==> src/rtl/wdg_pkg.sv <==
package wdg_pkg;
  localparam int ADDR_W = 4;
  localparam int DATA_W = 32;

  localparam logic [ADDR_W-1:0] OFS_CTRL  = 4'h0;
  localparam logic [ADDR_W-1:0] OFS_LIMIT = 4'h8;
  localparam logic [ADDR_W-1:0] OFS_KICK  = 4'hC;

  localparam int BIT_CNT_EN = 18;
  localparam int BIT_RST_EN = 21;
  localparam int BIT_CLK_EN = 24;
  localparam int BIT_DIV_EN = 25;
  localparam int BIT_FORCE  = 26;

  localparam int CNT_LSB = 16;
endpackage

==> src/rtl/wdg_regs.sv <==
module wdg_regs
  import wdg_pkg::*;
#(
  parameter int DIV_W = 18,
  parameter int LIM_W = 16
) (
  input  logic              clk,
  input  logic              rst_n,
  input  logic              wr,
  input  logic [ADDR_W-1:0] addr,
  input  logic [DATA_W-1:0] wdata,
  input  logic [LIM_W-1:0]  elapsed,
  output logic [DATA_W-1:0] rdata,
  output logic [DIV_W-1:0]  div,
  output logic              clk_en,
  output logic              div_en,
  output logic              cnt_en,
  output logic              rst_en,
  output logic              force_rst,
  output logic [LIM_W-1:0]  limit,
  output logic              kick
);
  logic [DATA_W-1:0] ctrl_q;
  logic [LIM_W-1:0]  limit_q;

  always_ff @(posedge clk or negedge rst_n) begin
    if (!rst_n) begin
      ctrl_q  <= '0;
      limit_q <= '0;
    end else if (wr) begin
      if (addr == OFS_CTRL)  ctrl_q  <= wdata;
      if (addr == OFS_LIMIT) limit_q <= wdata[LIM_W-1:0];
    end
  end

  assign kick = wr && (addr == OFS_KICK);

  always_comb begin
    rdata = '0;
    case (addr)
      OFS_CTRL: rdata = ctrl_q;
      OFS_LIMIT: begin
        rdata[LIM_W-1:0]         = limit_q;
        rdata[CNT_LSB +: LIM_W]  = elapsed;
      end
      default: rdata = '0;
    endcase
  end

  assign div       = ctrl_q[DIV_W-1:0];
  assign clk_en    = ctrl_q[BIT_CLK_EN];
  assign div_en    = ctrl_q[BIT_DIV_EN];
  assign cnt_en    = ctrl_q[BIT_CNT_EN];
  assign rst_en    = ctrl_q[BIT_RST_EN];
  assign force_rst = ctrl_q[BIT_FORCE];
  assign limit     = limit_q;
endmodule

==> src/rtl/wdg_prescale.sv <==
module wdg_prescale #(
  parameter int DIV_W = 18
) (
  input  logic             clk,
  input  logic             rst_n,
  input  logic             clk_en,
  input  logic             div_en,
  input  logic [DIV_W-1:0] div,
  output logic             tick
);
  logic [DIV_W-1:0] phase_q;
  logic             last;

  assign last = (div == '0) || (phase_q >= div - DIV_W'(1));
  assign tick = clk_en && div_en && last;

  always_ff @(posedge clk or negedge rst_n) begin
    if (!rst_n)       phase_q <= '0;
    else if (!div_en) phase_q <= '0;
    else if (clk_en)  phase_q <= last ? '0 : phase_q + DIV_W'(1);
  end
endmodule

==> src/rtl/wdg_counter.sv <==
module wdg_counter #(
  parameter int LIM_W        = 16,
  parameter int PULSE_CYCLES = 4
) (
  input  logic             clk,
  input  logic             rst_n,
  input  logic             tick,
  input  logic             cnt_en,
  input  logic             rst_en,
  input  logic             kick,
  input  logic [LIM_W-1:0] limit,
  output logic [LIM_W-1:0] elapsed,
  output logic             pulse
);
  localparam int PW = $clog2(PULSE_CYCLES + 1);

  logic [LIM_W-1:0] elapsed_q;
  logic [PW-1:0]    pulse_q;
  logic             step;
  logic             hit;
  logic [LIM_W:0]   next_cnt;

  assign next_cnt = {1'b0, elapsed_q} + (LIM_W+1)'(1);
  assign step     = tick && cnt_en && (limit != '0) && !kick;
  assign hit      = step && (next_cnt >= {1'b0, limit});

  always_ff @(posedge clk or negedge rst_n) begin
    if (!rst_n)    elapsed_q <= '0;
    else if (kick) elapsed_q <= '0;
    else if (hit)  elapsed_q <= '0;
    else if (step) elapsed_q <= next_cnt[LIM_W-1:0];
  end

  always_ff @(posedge clk or negedge rst_n) begin
    if (!rst_n)               pulse_q <= '0;
    else if (hit && rst_en)   pulse_q <= PW'(PULSE_CYCLES);
    else if (pulse_q != '0)   pulse_q <= pulse_q - PW'(1);
  end

  assign elapsed = elapsed_q;
  assign pulse   = (pulse_q != '0);
endmodule

==> src/rtl/wdg_timer.sv <==
module wdg_timer
  import wdg_pkg::*;
#(
  parameter int DIV_W        = 18,
  parameter int LIM_W        = 16,
  parameter int PULSE_CYCLES = 4
) (
  input  logic              clk,
  input  logic              rst_n,
  input  logic              bus_wr,
  input  logic [ADDR_W-1:0] bus_addr,
  input  logic [DATA_W-1:0] bus_wdata,
  output logic [DATA_W-1:0] bus_rdata,
  output logic              rst_req
);
  logic [DIV_W-1:0] div;
  logic             clk_en, div_en, cnt_en, rst_en, force_rst;
  logic [LIM_W-1:0] limit;
  logic [LIM_W-1:0] elapsed;
  logic             kick, tick, pulse;

  wdg_regs #(.DIV_W(DIV_W), .LIM_W(LIM_W)) u_regs (
    .clk(clk), .rst_n(rst_n), .wr(bus_wr), .addr(bus_addr), .wdata(bus_wdata),
    .elapsed(elapsed), .rdata(bus_rdata), .div(div), .clk_en(clk_en),
    .div_en(div_en), .cnt_en(cnt_en), .rst_en(rst_en), .force_rst(force_rst),
    .limit(limit), .kick(kick)
  );

  wdg_prescale #(.DIV_W(DIV_W)) u_prescale (
    .clk(clk), .rst_n(rst_n), .clk_en(clk_en), .div_en(div_en), .div(div),
    .tick(tick)
  );

  wdg_counter #(.LIM_W(LIM_W), .PULSE_CYCLES(PULSE_CYCLES)) u_counter (
    .clk(clk), .rst_n(rst_n), .tick(tick), .cnt_en(cnt_en), .rst_en(rst_en),
    .kick(kick), .limit(limit), .elapsed(elapsed), .pulse(pulse)
  );

  assign rst_req = pulse || force_rst;
endmodule

==> config.mk <==
export PLATFORM = sky130hd
export DESIGN_NAME = wdg_timer
export DESIGN_NICKNAME = d
export VERILOG_FILES = /design/src/rtl/wdg_pkg.sv /design/src/rtl/wdg_regs.sv /design/src/rtl/wdg_prescale.sv /design/src/rtl/wdg_counter.sv /design/src/rtl/wdg_timer.sv
export SDC_FILE = /design/constraint.sdc
export NUM_CORES = 1
export LEC_CHECK = 0
export BUFFER_PORTS_ARGS = -buffer_cell sky130_fd_sc_hd__buf_2
export CAP_MARGIN = 15
export CORE_ASPECT_RATIO = 1.2
export CORE_MARGIN = 2
export CORE_UTILIZATION = 34
export DETAILED_ROUTE_END_ITERATION = 12
export PLACE_DENSITY = 0.52
export SLEW_MARGIN = 20
export SYNTH_ARGS = -nofsm -noshare
export SYNTH_HDL_FRONTEND = slang
export SYNTH_SLANG_ARGS = --single-unit
==> constraint.sdc <==
create_clock -name clk -period 3.7 [get_ports clk]
set_input_delay 0.37 -clock clk [delete_from_list [all_inputs] [get_ports clk]]
set_output_delay 0.37 -clock clk [all_outputs]
set_load 0.02 [all_outputs]
==> impl_metrics.json, run 1 <==
{
  "ys_ff_latch": 85,
  "synth_top_family_by_area": "simple AND/OR/NAND/NOR gates",
  "grt_pass1_wl_um": 26340,
  "areaGrowthSynthToFinish_pct": 26.97,
  "max_slew_margin_pct": 44.31,
  "p_sw_share_pct": 36.54,
  "path_clk_slew_ps": 70,
  "tightestPinTransition_ps": 835.3,
  "routed_wl_um": 16650,
  "r2r_cells": 16,
  "period_share_pct": 106.4,
  "cp-end-kind": "flop",
  "cellPowerDensity_nw_per_um2": 455.7,
  "die_y_um": 144.5,
  "crit_fanout": 5,
  "setup_tns_ps": -5461,
  "synthArstFlopShare_pct": 100.0,
  "initial_utilization_pct": 34.65,
  "die_w_um": 121.1,
  "ant_nets": 0,
  "io_buffers": 71,
  "place_area_um2": 6467,
  "cts_root_buffer": "clkbuf_16",
  "wl_per_cell_um": 17.88,
  "synth_adder_area_share_pct": 8.947,
  "clk_latency_ps": 350,
  "crit_path_start_kind": "flop",
  "p_int_w": 0.002054,
  "netlist.area_leader.share_pct": 38.02,
  "critPathRequiredTime_ps": 3930,
  "synth.mux.area_fraction_pct": 11.97,
  "clkPwrFrac_pct": 27.1,
  "dieArea_um2": 17500,
  "utilization_pct": 44.00,
  "worstReg2RegStart": "u_regs.ctrl_q[5]",
  "clock_sinks": 85,
  "dpl.hpwl_um": 12580,
  "coreArea_um2": 16140,
  "grtUsageTotal_pct": 19.56,
  "vias": 4895,
  "rsz0062_at_grt": "yes",
  "final_max_slew_viol_count": 0,
  "syn_area_per_cell_um2": 9.246,
  "dp.cells": 907,
  "place_congestion": 0.8697,
  "syn_area_um2": 5594,
  "status": "complete, but fails checks",
  "setup_violations": 37,
  "setup.worst_path.class": "reg -> reg",
  "yosysTopAreaCell": "dfrtp_1",
  "row_count": 51,
  "hold_viol": 0,
  "max_freq_mhz": 254.0,
  "leakage_nw": 3.276,
  "ys.flop_type": "dfrtp_1",
  "final_common_cell": "dfrtp_1",
  "clockBufferDepth": 2,
  "yosysWarnings": 0,
  "cp.arrival_ps": 4170,
  "drv_cap": 0,
  "boundaryPins": 72,
  "synth_seq_area_share_pct": 38.02,
  "cts_tree": "yes",
  "fill_cells": 1625,
  "p_sw_w": 0.001183,
  "dpl_worst_slack_ps": -273.9,
  "ir_drop_mv": 0.2929,
  "grt_max_degree": 63,
  "diodes": 0,
  "syn_nets": 684,
  "grt.overflow.total": 0,
  "drt_first_pass_iters": 4,
  "h-tree-depth": 3,
  "power_frac_seq_pct": 39.7,
  "synth.top_cells.by_area": "dfrtp_1 (38%), ha_1 (8.9%), mux2_2 (6.2%)",
  "cts_buffers": 9,
  "fin_worst_skew_ps": 9.263,
  "synth_enable_flop_cells": 0,
  "drc": 0,
  "layout_setup_ws_ps": -236.9,
  "drt_iter0_markers": 226,
  "final_cell_mix": "dfrtp_1 (85), buf_2 (70), nor2_1 (48), nand2_1 (46), buf_4 (44)",
  "vias_per_cell": 5.258,
  "synth_cell_types": 57,
  "final_cell_area_um2": 7103,
  "synth_simple_gate_area_share_pct": 19.59,
  "synth-xor-area-share_pct": 4.854,
  "grt_pass1_vias": 5064,
  "crit_path_start": "u_regs.ctrl_q[5]",
  "synth_compound_area_share_pct": 12.53,
  "violations": "setup timing",
  "period_needed_ps": 3937,
  "drive_above_1_share_pct": 30.60,
  "hp-class": "in -> async",
  "combPwrFrac_pct": 33.2,
  "finalNonFillerCells": 931,
  "nNetsFinal": 793,
  "antenna_found_initial": 0,
  "syn_inst": 605
}
per-layer routing:
metal	part of all wire, %	vias up	track usage [%]	routed length, µm
li1	-	2379	-	-
met1	40	2413	21.84	6624
met2	55	76	37.14	9140
met3	2.7	27	3.628	451
met4	2.6	0	6.242	431
met5	0	-	0	0
critical path, cell delays in order (launching register included):
cell and delay [ps]:
dfrtp_1 380, or4_4 540, or4_4 450, nor3b_4 210, inv_2 60, or3_4 320, xor2_1 150, ha_1 290
nand2_1 90, buf_4 110, nor3_2 30, a31oi_1 200, buf_4 150, o2111ai_4 160, and2_4 240, buf_6 130
a221o_1 310
repair_timing:
action                     CTS  global route
setup endpoints to repair   37            37
gates cloned                 2             0
hold buffers                 0             0
setup buffers                4             3
resized for setup           41            34
pin swaps                   18            15
cell usage after synthesis (7+ instances only):
cell type,n
dfrtp_1,85
nor2_1,50
nand2_1,48
o21ai_0,43
ha_1,40
mux2i_1,32
mux2_2,31
inv_1,30
a21oi_1,27
nand3_1,25
xnor2_1,22
clkbuf_1,17
or3_1,14
nor3_1,13
a21o_1,11
nor3b_1,11
and3_1,10
nand4_1,9
nor4_1,9
xor2_1,9
nand2b_1,7
metrics by stage:
step | hold WS [ps] | power, W
after floorplan | 74.41 | 0.001898
after global placement | 490.6 | 0.002271
after detailed placement | 495.4 | 0.002306
after CTS | 149.1 | 0.003233
after global routing | 177.0 | 0.003443
final | 116.8 | 0.003237
registers in the layout (all words and copies together), names as in the netlist:
register and cells:
u_regs.ctrl_q 32, u_counter.pulse_q 3, u_counter.elapsed 16, u_prescale.phase_q 18, u_regs.limit 16
cells by family (layout without fill, tap and decap cells):
family	count (synthesis)	after routing
compound gates	114	114
flops	85	85
simple gates	216	217
buf+inv	56	169
mux	63	63
fa+ha+maj	40	40
xor+xnor	31	31
power groups by stage:
stage | Clock (W) | Combinational (W) | Sequential [W]
2_1_floorplan | 0 | 0.000657 | 0.00124
3_3_place_gp | 0 | 0.000973 | 0.00130
3_5_place_dp | 0 | 0.00100 | 0.00130
4_1_cts | 0.000901 | 0.00105 | 0.00129
5_1_grt | 0.000936 | 0.00120 | 0.00131
6_report | 0.000878 | 0.00107 | 0.00128
layout make-up:
| class | count | area (µm²) | area share [%] |
|---|---|---|---|
| inverter | 30 | 112.6 | 1.585 |
| clock buffer | 9 | 225.2 | 3.171 |
| sequential | 85 | 2127 | 29.95 |
| timing repair buffer | 123 | 799.5 | 11.26 |
| multi-input combinational | 465 | 3515 | 49.48 |
| tap | 212 | 265.3 | 3.734 |
| clock inverter | 7 | 58.81 | 0.8279 |
path summary, 6_finish.rpt:
path                                         end  slack [ps]
hold reg to reg                u_regs.ctrl_q[30]         510
min in group clk                 u_regs.limit[8]         240
hold / removal             u_prescale.phase_q[9]         120
setup reg to reg            u_counter.pulse_q[2]        -240
setup / recovery            u_counter.pulse_q[2]        -240
max in group asynchronous      u_regs.ctrl_q[15]        2710
Note: power is estimated with default switching activity, not from simulation.
==> run 2, diff against run 1 <==
--- a/config.mk
+++ b/config.mk
@@ -12,6 +12,7 @@
 export CORE_UTILIZATION = 34
 export DETAILED_ROUTE_END_ITERATION = 12
 export PLACE_DENSITY = 0.52
+export REMOVE_ABC_BUFFERS = 1
 export SLEW_MARGIN = 20
 export SYNTH_ARGS = -nofsm -noshare
 export SYNTH_HDL_FRONTEND = slang
==> run 2 against run 1 <==
Net effect:
- the run still ends with setup timing left
- critical endpoint is now u_prescale.phase_q[9]
- routed wire length is 3.7% lower
- first-iteration DRC count is 2.2% higher
- global-route usage is 0.29 points lower
- largest power group unchanged
- utilization is 1.4 points lower
- critical path depth is 1 lower
==> impl_metrics.json, run 2 (synthesized netlist as in run 1, its figures left out) <==
{
  "coreArea_um2": 16140,
  "drv_cap": 0,
  "max_freq_mhz": 254.7,
  "cts_root_buffer": "clkbuf_16",
  "drt_iter0_markers": 231,
  "critPathRequiredTime_ps": 3980,
  "max_slew_margin_pct": 37.32,
  "drt_first_pass_iters": 4,
  "setup_tns_ps": -5317,
  "fin_worst_skew_ps": 6.950,
  "clock_sinks": 85,
  "cp-end-kind": "flop",
  "cellPowerDensity_nw_per_um2": 465.8,
  "rsz0062_at_grt": "yes",
  "crit_path_start_kind": "flop",
  "path_clk_slew_ps": 70,
  "vias_per_cell": 5.211,
  "final_cell_area_um2": 6872,
  "dpl_worst_slack_ps": -400.2,
  "dp.cells": 912,
  "place_congestion": 0.8615,
  "diodes": 0,
  "dpl.hpwl_um": 12560,
  "drc": 0,
  "grt_pass1_vias": 4924,
  "routed_wl_um": 16040,
  "setup.worst_path.class": "reg -> reg",
  "cts_buffers": 9,
  "hp-class": "in -> async",
  "largest-register": "u_regs.ctrl_q",
  "drive_above_1_share_pct": 26.50,
  "grt.overflow.total": 0,
  "status": "complete, but fails checks",
  "h-tree-depth": 3,
  "period_needed_ps": 3926,
  "io_buffers": 71,
  "areaGrowthSynthToFinish_pct": 22.84,
  "nNetsFinal": 792,
  "antenna_found_initial": 0,
  "period_share_pct": 106.1,
  "boundaryPins": 72,
  "crit_fanout": 25,
  "grtUsageTotal_pct": 19.26,
  "clockBufferDepth": 2,
  "row_count": 51,
  "final_common_cell": "dfrtp_1",
  "wl_per_cell_um": 17.26,
  "die_y_um": 144.5,
  "grt_pass1_wl_um": 25950,
  "violations": "setup timing",
  "die_w_um": 121.1,
  "grt_max_degree": 64,
  "top_regs": "u_regs.ctrl_q: 32 flops, u_prescale.phase_q: 18 flops",
  "hold_viol": 0,
  "largest_register_ffs": 32,
  "ant_nets": 0,
  "initial_utilization_pct": 34.65,
  "clk_latency_ps": 350,
  "dieArea_um2": 17500,
  "cts-hold-fix-buffers": 0,
  "cts_tree": "yes",
  "setup_violations": 36,
  "vias": 4841,
  "finalNonFillerCells": 929,
  "place_area_um2": 6496,
  "ir_drop_mv": 0.2669,
  "cp.arrival_ps": 4210,
  "layout_setup_ws_ps": -225.6,
  "tightestPinTransition_ps": 938.3,
  "leakage_nw": 3.246,
  "final_max_slew_viol_count": 0,
  "final_cell_mix": "dfrtp_1 (85), buf_2 (70), buf_4 (50), nor2_1 (48), nand2_1 (47)"
}
==> run 2: changes by cell type in the layout (fill, tap and decap cells not counted), sizes merged <==
cell / before / now
clkbuf: 9 / 10
clkinvlp: 4 / 1
bufinv: 0 / 1
clkinv: 1 / 3
inv: 32 / 30
and2: 5 / 4
==> run 2: repair_timing <==
action | in CTS | in global routing
buffers inserted | 2 | 0
setup endpoints to repair | 37 | 37
gates resized for setup | 15 | 9
pin swaps | 5 | 4
==> run 2: report_power, final <==
| part | internal (W) | leakage, nW | switching, W |
|---|---|---|---|
| clock | 0.000516 | 0.138 | 0.000394 |
| combinational | 0.000477 | 2.03 | 0.000545 |
| sequential | 0.00110 | 1.08 | 0.000172 |
==> run 2: cell type report <==
| type | instances | area (µm²) |
|---|---|---|
| clock inverters | 5 | 52.55 |
| multi-input cells | 464 | 3317 |
| repair buffers | 123 | 768.2 |
| fillers | 1645 | 9273 |
| well taps | 212 | 265.3 |
| inverters | 30 | 112.6 |
| flip-flops and latches | 85 | 2127 |
| clock buffers | 10 | 229.0 |
==> run 2: per-layer routing <==
| layer | vias to the layer above | track usage, % | wire length (µm) |
|---|---|---|---|
| li1 | 2382 | - | - |
| met1 | 2353 | 22.93 | 6884 |
| met2 | 85 | 35.27 | 8272 |
| met3 | 21 | 2.090 | 521 |
| met4 | 0 | 7.650 | 359 |
| met5 | - | 0 | 0 |
==> run 2: metrics by stage <==
step	utilization (%)	hold slack, ps	total power [W]
finish	42.56	141.2	0.003201
global route	42.56	214.4	0.003405
CTS	42.36	171.8	0.003218
detailed placement	40.24	495.9	0.002285
global placement	40.24	488.2	0.002251
floorplan	-	74.41	0.001876
==> run 2: critical path, cell delays in order (launching register included) <==
cell	delay, ps
dfrtp_1	370
or4_4	540
or4_4	460
nor3b_4	200
inv_1	70
buf_4	140
nor2_1	130
xnor2_1	160
ha_1	280
a21oi_1	200
o31a_1	230
nand3_1	190
a31o_2	290
buf_12	160
or3_1	350
o21ai_1	80
==> run 2: final timing paths <==
kind	start	end	slack [ps]	cells after the start
max reg2reg	u_regs.ctrl_q[4]	u_prescale.phase_q[9]	-230	15
min reg2reg	u_regs.ctrl_q[20]	u_regs.ctrl_q[20]	510	1
min	rst_n	u_prescale.phase_q[5]	140	1
min in group clk	bus_wdata[20]	u_regs.ctrl_q[20]	240	2
max	u_regs.ctrl_q[4]	u_prescale.phase_q[9]	-230	15
max in group asynchronous	rst_n	u_regs.ctrl_q[31]	2720	2
==> run 3, diff against run 2 <==
--- a/config.mk
+++ b/config.mk
@@ -9,11 +9,12 @@
 export CAP_MARGIN = 15
 export CORE_ASPECT_RATIO = 1.2
 export CORE_MARGIN = 2
-export CORE_UTILIZATION = 34
+export CORE_UTILIZATION = 50
 export DETAILED_ROUTE_END_ITERATION = 12
-export PLACE_DENSITY = 0.52
+export PLACE_DENSITY = 0.71
 export REMOVE_ABC_BUFFERS = 1
 export SLEW_MARGIN = 20
 export SYNTH_ARGS = -nofsm -noshare
 export SYNTH_HDL_FRONTEND = slang
+export SYNTH_HIERARCHICAL = 1
 export SYNTH_SLANG_ARGS = --single-unit
==> run 3 against run 2 <==
Net effect:
- the flow still finishes with violations (setup timing)
- critical path depth rose by 1
- first-iteration DRC count rose by 22%
- setup slack better by 110 ps
- combinational power shrank 29%
- maximum frequency up 2.9%
- design area shrank 2.8%
- clock-buffer cell count rose by 3
- routed wire length fell by 9.0%
- power shrank 9.5%
- synthesized cell count decreased by 6.0%
- sequential power down 3%
- global-route usage up 4.9 points
- largest cell class unchanged
- highest routed layer unchanged
==> impl_metrics.json, run 3 <==
{
  "crit_chain": "or4_4 -> nor3_1 -> xnor2_1 -> ha_1 -> and3_1 -> a221oi_1 -> o21ai_1 -> a21boi_4 -> nor2_2 -> nand2_1 -> a41oi_2 -> nor2b_4 -> nand2_4 -> nor2_4 -> buf_12 -> a221o_1",
  "cp.arrival_ps": 4040,
  "vias": 4747,
  "ir_drop_mv": 0.3017,
  "grt_pass1_vias": 4834,
  "row_count": 42,
  "diodes": 0,
  "die_y_um": 121.4,
  "tightestPinTransition_ps": 1085,
  "routed_wl_um": 14600,
  "final_cell_mix": "dfrtp_1 (85), buf_2 (70), a22o_1 (42), ha_1 (40), nand2_1 (37)",
  "clock_sinks": 85,
  "largest-register": "u_regs/ctrl_q",
  "ys.flop_type": "dfrtp_1",
  "yosysWarnings": 6,
  "netlist_top_cells_count": "dfrtp_1 (85), a22o_1 (42), ha_1 (40)",
  "cts-hold-fix-buffers": 0,
  "use_met3_pct": 2.650,
  "grt.overflow.total": 0,
  "areaGrowthSynthToFinish_pct": 16.22,
  "p_int_w": 0.001978,
  "p_sw_w": 0.0009193,
  "synth.top_cells.by_area": "dfrtp_1 (37%), ha_1 (8.7%), a22o_1 (6.4%)",
  "critPathRequiredTime_ps": 3920,
  "clk_latency_ps": 340,
  "ys_ff_latch": 85,
  "grtUsageTotal_pct": 24.13,
  "fin_worst_skew_ps": 5.310,
  "cts_root_buffer": "clkbuf_16",
  "crit_fanout": 6,
  "whs_ps": 137.6,
  "drive_above_1_share_pct": 24.80,
  "coreArea_um2": 11140,
  "violations": "setup timing",
  "synth.most_common_cell": "dfrtp_1",
  "met2_usage_pct": 41.53,
  "crit_path_start_kind": "flop",
  "dieArea_um2": 12370,
  "wl_per_cell_um": 18.36,
  "setup_violations": 13,
  "nNetsFinal": 715,
  "setup.worst_path.class": "reg -> reg",
  "cp_slowest_cell": "or4_4",
  "largest_register_ffs": 32,
  "io_buffers": 71,
  "drt_iter0_markers": 281,
  "boundaryPins": 72,
  "syn_area_um2": 5747,
  "place_congestion": 0.9030,
  "drv_cap": 0,
  "max_stage_delay_ps": 560,
  "netlist.area_leader.share_pct": 37.01,
  "synthArstFlopShare_pct": 100.0,
  "combPwrFrac_pct": 24.9,
  "path_clk_slew_ps": 60,
  "final_max_slew_viol_count": 0,
  "ant_nets": 0,
  "rsz0062_at_grt": "yes",
  "clockBufferDepth": 2,
  "ff_latch_area_um2": 2127,
  "grt_pass1_wl_um": 23390,
  "grt_max_degree": 69,
  "drc": 0,
  "top_regs": "u_regs/ctrl_q: 32 flops, u_prescale/phase_q: 18 flops",
  "r2r_cells": 16,
  "drt_first_pass_iters": 5,
  "power_w": 0.002897,
  "period_share_pct": 103.1,
  "synth_seq_area_share_pct": 37.01,
  "layout_setup_ws_ps": -113.9,
  "initial_utilization_pct": 51.58,
  "p_sw_share_pct": 31.73,
  "final_common_cell": "dfrtp_1",
  "max_slew_margin_pct": 27.10,
  "dpl.hpwl_um": 10310,
  "hold_viol": 0,
  "power_frac_seq_pct": 42.6,
  "syn_area_per_cell_um2": 10.10,
  "cellPowerDensity_nw_per_um2": 433.8,
  "period_needed_ps": 3814,
  "multi_input_area_um2": 3381,
  "cts_tree": "yes",
  "grt_busiest_layer": "met2",
  "fill_cells": 959,
  "cts_buffers": 9,
  "h-tree-depth": 3,
  "syn_inst": 569,
  "antenna_found_initial": 0,
  "grtUsageMet1_pct": 29.07,
  "hp-class": "in -> async",
  "clkPwrFrac_pct": 32.5,
  "synth_cell_types": 66,
  "cp-end-kind": "flop",
  "die_w_um": 101.9,
  "vias_per_cell": 5.971,
  "synth_enable_flop_cells": 0,
  "max_freq_mhz": 262.2,
  "leakage_nw": 3.126,
  "yosysTopAreaCell": "dfrtp_1",
  "status": "complete, but fails checks"
}
[run 3: cell count changes after synthesis, sizes merged, moves of 13 or more]
cell   before  now
a21oi      28   15
a22o        1   42
buf         9   27
mux2       31   48
mux2i      32    1
nor2       50   32
o21ai      46   22
or3        14    0
[run 3: final timing paths]
kind | startpoint | to | slack, ps
worst min-delay path | rst_n | u_prescale/phase_q[1] | 140
worst min register to register | u_regs/ctrl_q[20] | u_regs/ctrl_q[20] | 500
min in group clk | bus_wdata[29] | u_regs/ctrl_q[29] | 240
worst max-delay path | u_regs/ctrl_q[7] | u_counter/elapsed[2] | -110
worst max register to register | u_regs/ctrl_q[7] | u_counter/elapsed[2] | -110
max in group asynchronous | rst_n | u_prescale/phase_q[16] | 2760
[run 3: critical path, delay by kind of cell (launching register included)]
family | cells | cell delay [ps]
compound gates | 5 | 1130
xor+xnor | 1 | 180
simple gates | 8 | 1590
buf+inv | 1 | 140
flops | 1 | 380
fa+ha+maj | 1 | 280
[run 3: cells by family (layout without fill, tap and decap cells)]
kind of cell | after synthesis | in the layout | synth area share (%)
fa+ha+maj | 40 | 40 | 8.709
buf+inv | 63 | 135 | 5.682
mux | 49 | 49 | 9.580
flops | 85 | 85 | 37.01
simple gates | 189 | 189 | 19.68
compound gates | 114 | 114 | 14.91
xor+xnor | 29 | 29 | 4.420
[run 3: area by class of cell]
class                           instances  area share, %
Sequential cell                        85          31.85
Inverter                               24          1.349
Clock buffer                           13          4.046
Multi-Input combinational cell        421          50.62
Timing Repair Buffer                   95          8.617
Clock inverter                          3         0.6369
Tap cell                              154          2.885
[run 3: power groups by stage]
stage               clock network (W)  logic, W  registers, W
global route                 0.000996  0.000809       0.00125
detailed placement                  0  0.000682       0.00124
finish                       0.000943  0.000721       0.00123
global placement                    0  0.000651       0.00123
floorplan                           0  0.000443       0.00122
CTS                          0.000956  0.000696       0.00123
[run 3: timing repair]
item / CTS / global route
buffers inserted: 1 / 4
pin swaps: 1 / 11
endpoints found under the setup margin: 14 / 17
gates resized for setup: 7 / 12
gates cloned: 0 / 1
[run 3: layer usage]
metal | part of all wire (%) | wire length (µm)
met1 | 39 | 5729
met3 | 4.8 | 703
met5 | 0 | 0
met4 | 4.0 | 588
met2 | 52 | 7573
[run 3: stage by stage]
stage               utilization, %  setup TNS [ps]  area [µm²]  setup slack [ps]  cells
global route                 59.95           -2433        6679            -230.8    795
finish                       59.95          -512.3        6679            -113.9    795
CTS                          58.92               0        6564             19.29    790
floorplan                        -          -275.9        5510            -83.05    530
global placement             55.81               0        6217             73.08    773
detailed placement           55.81           -1207        6217            -113.8    773
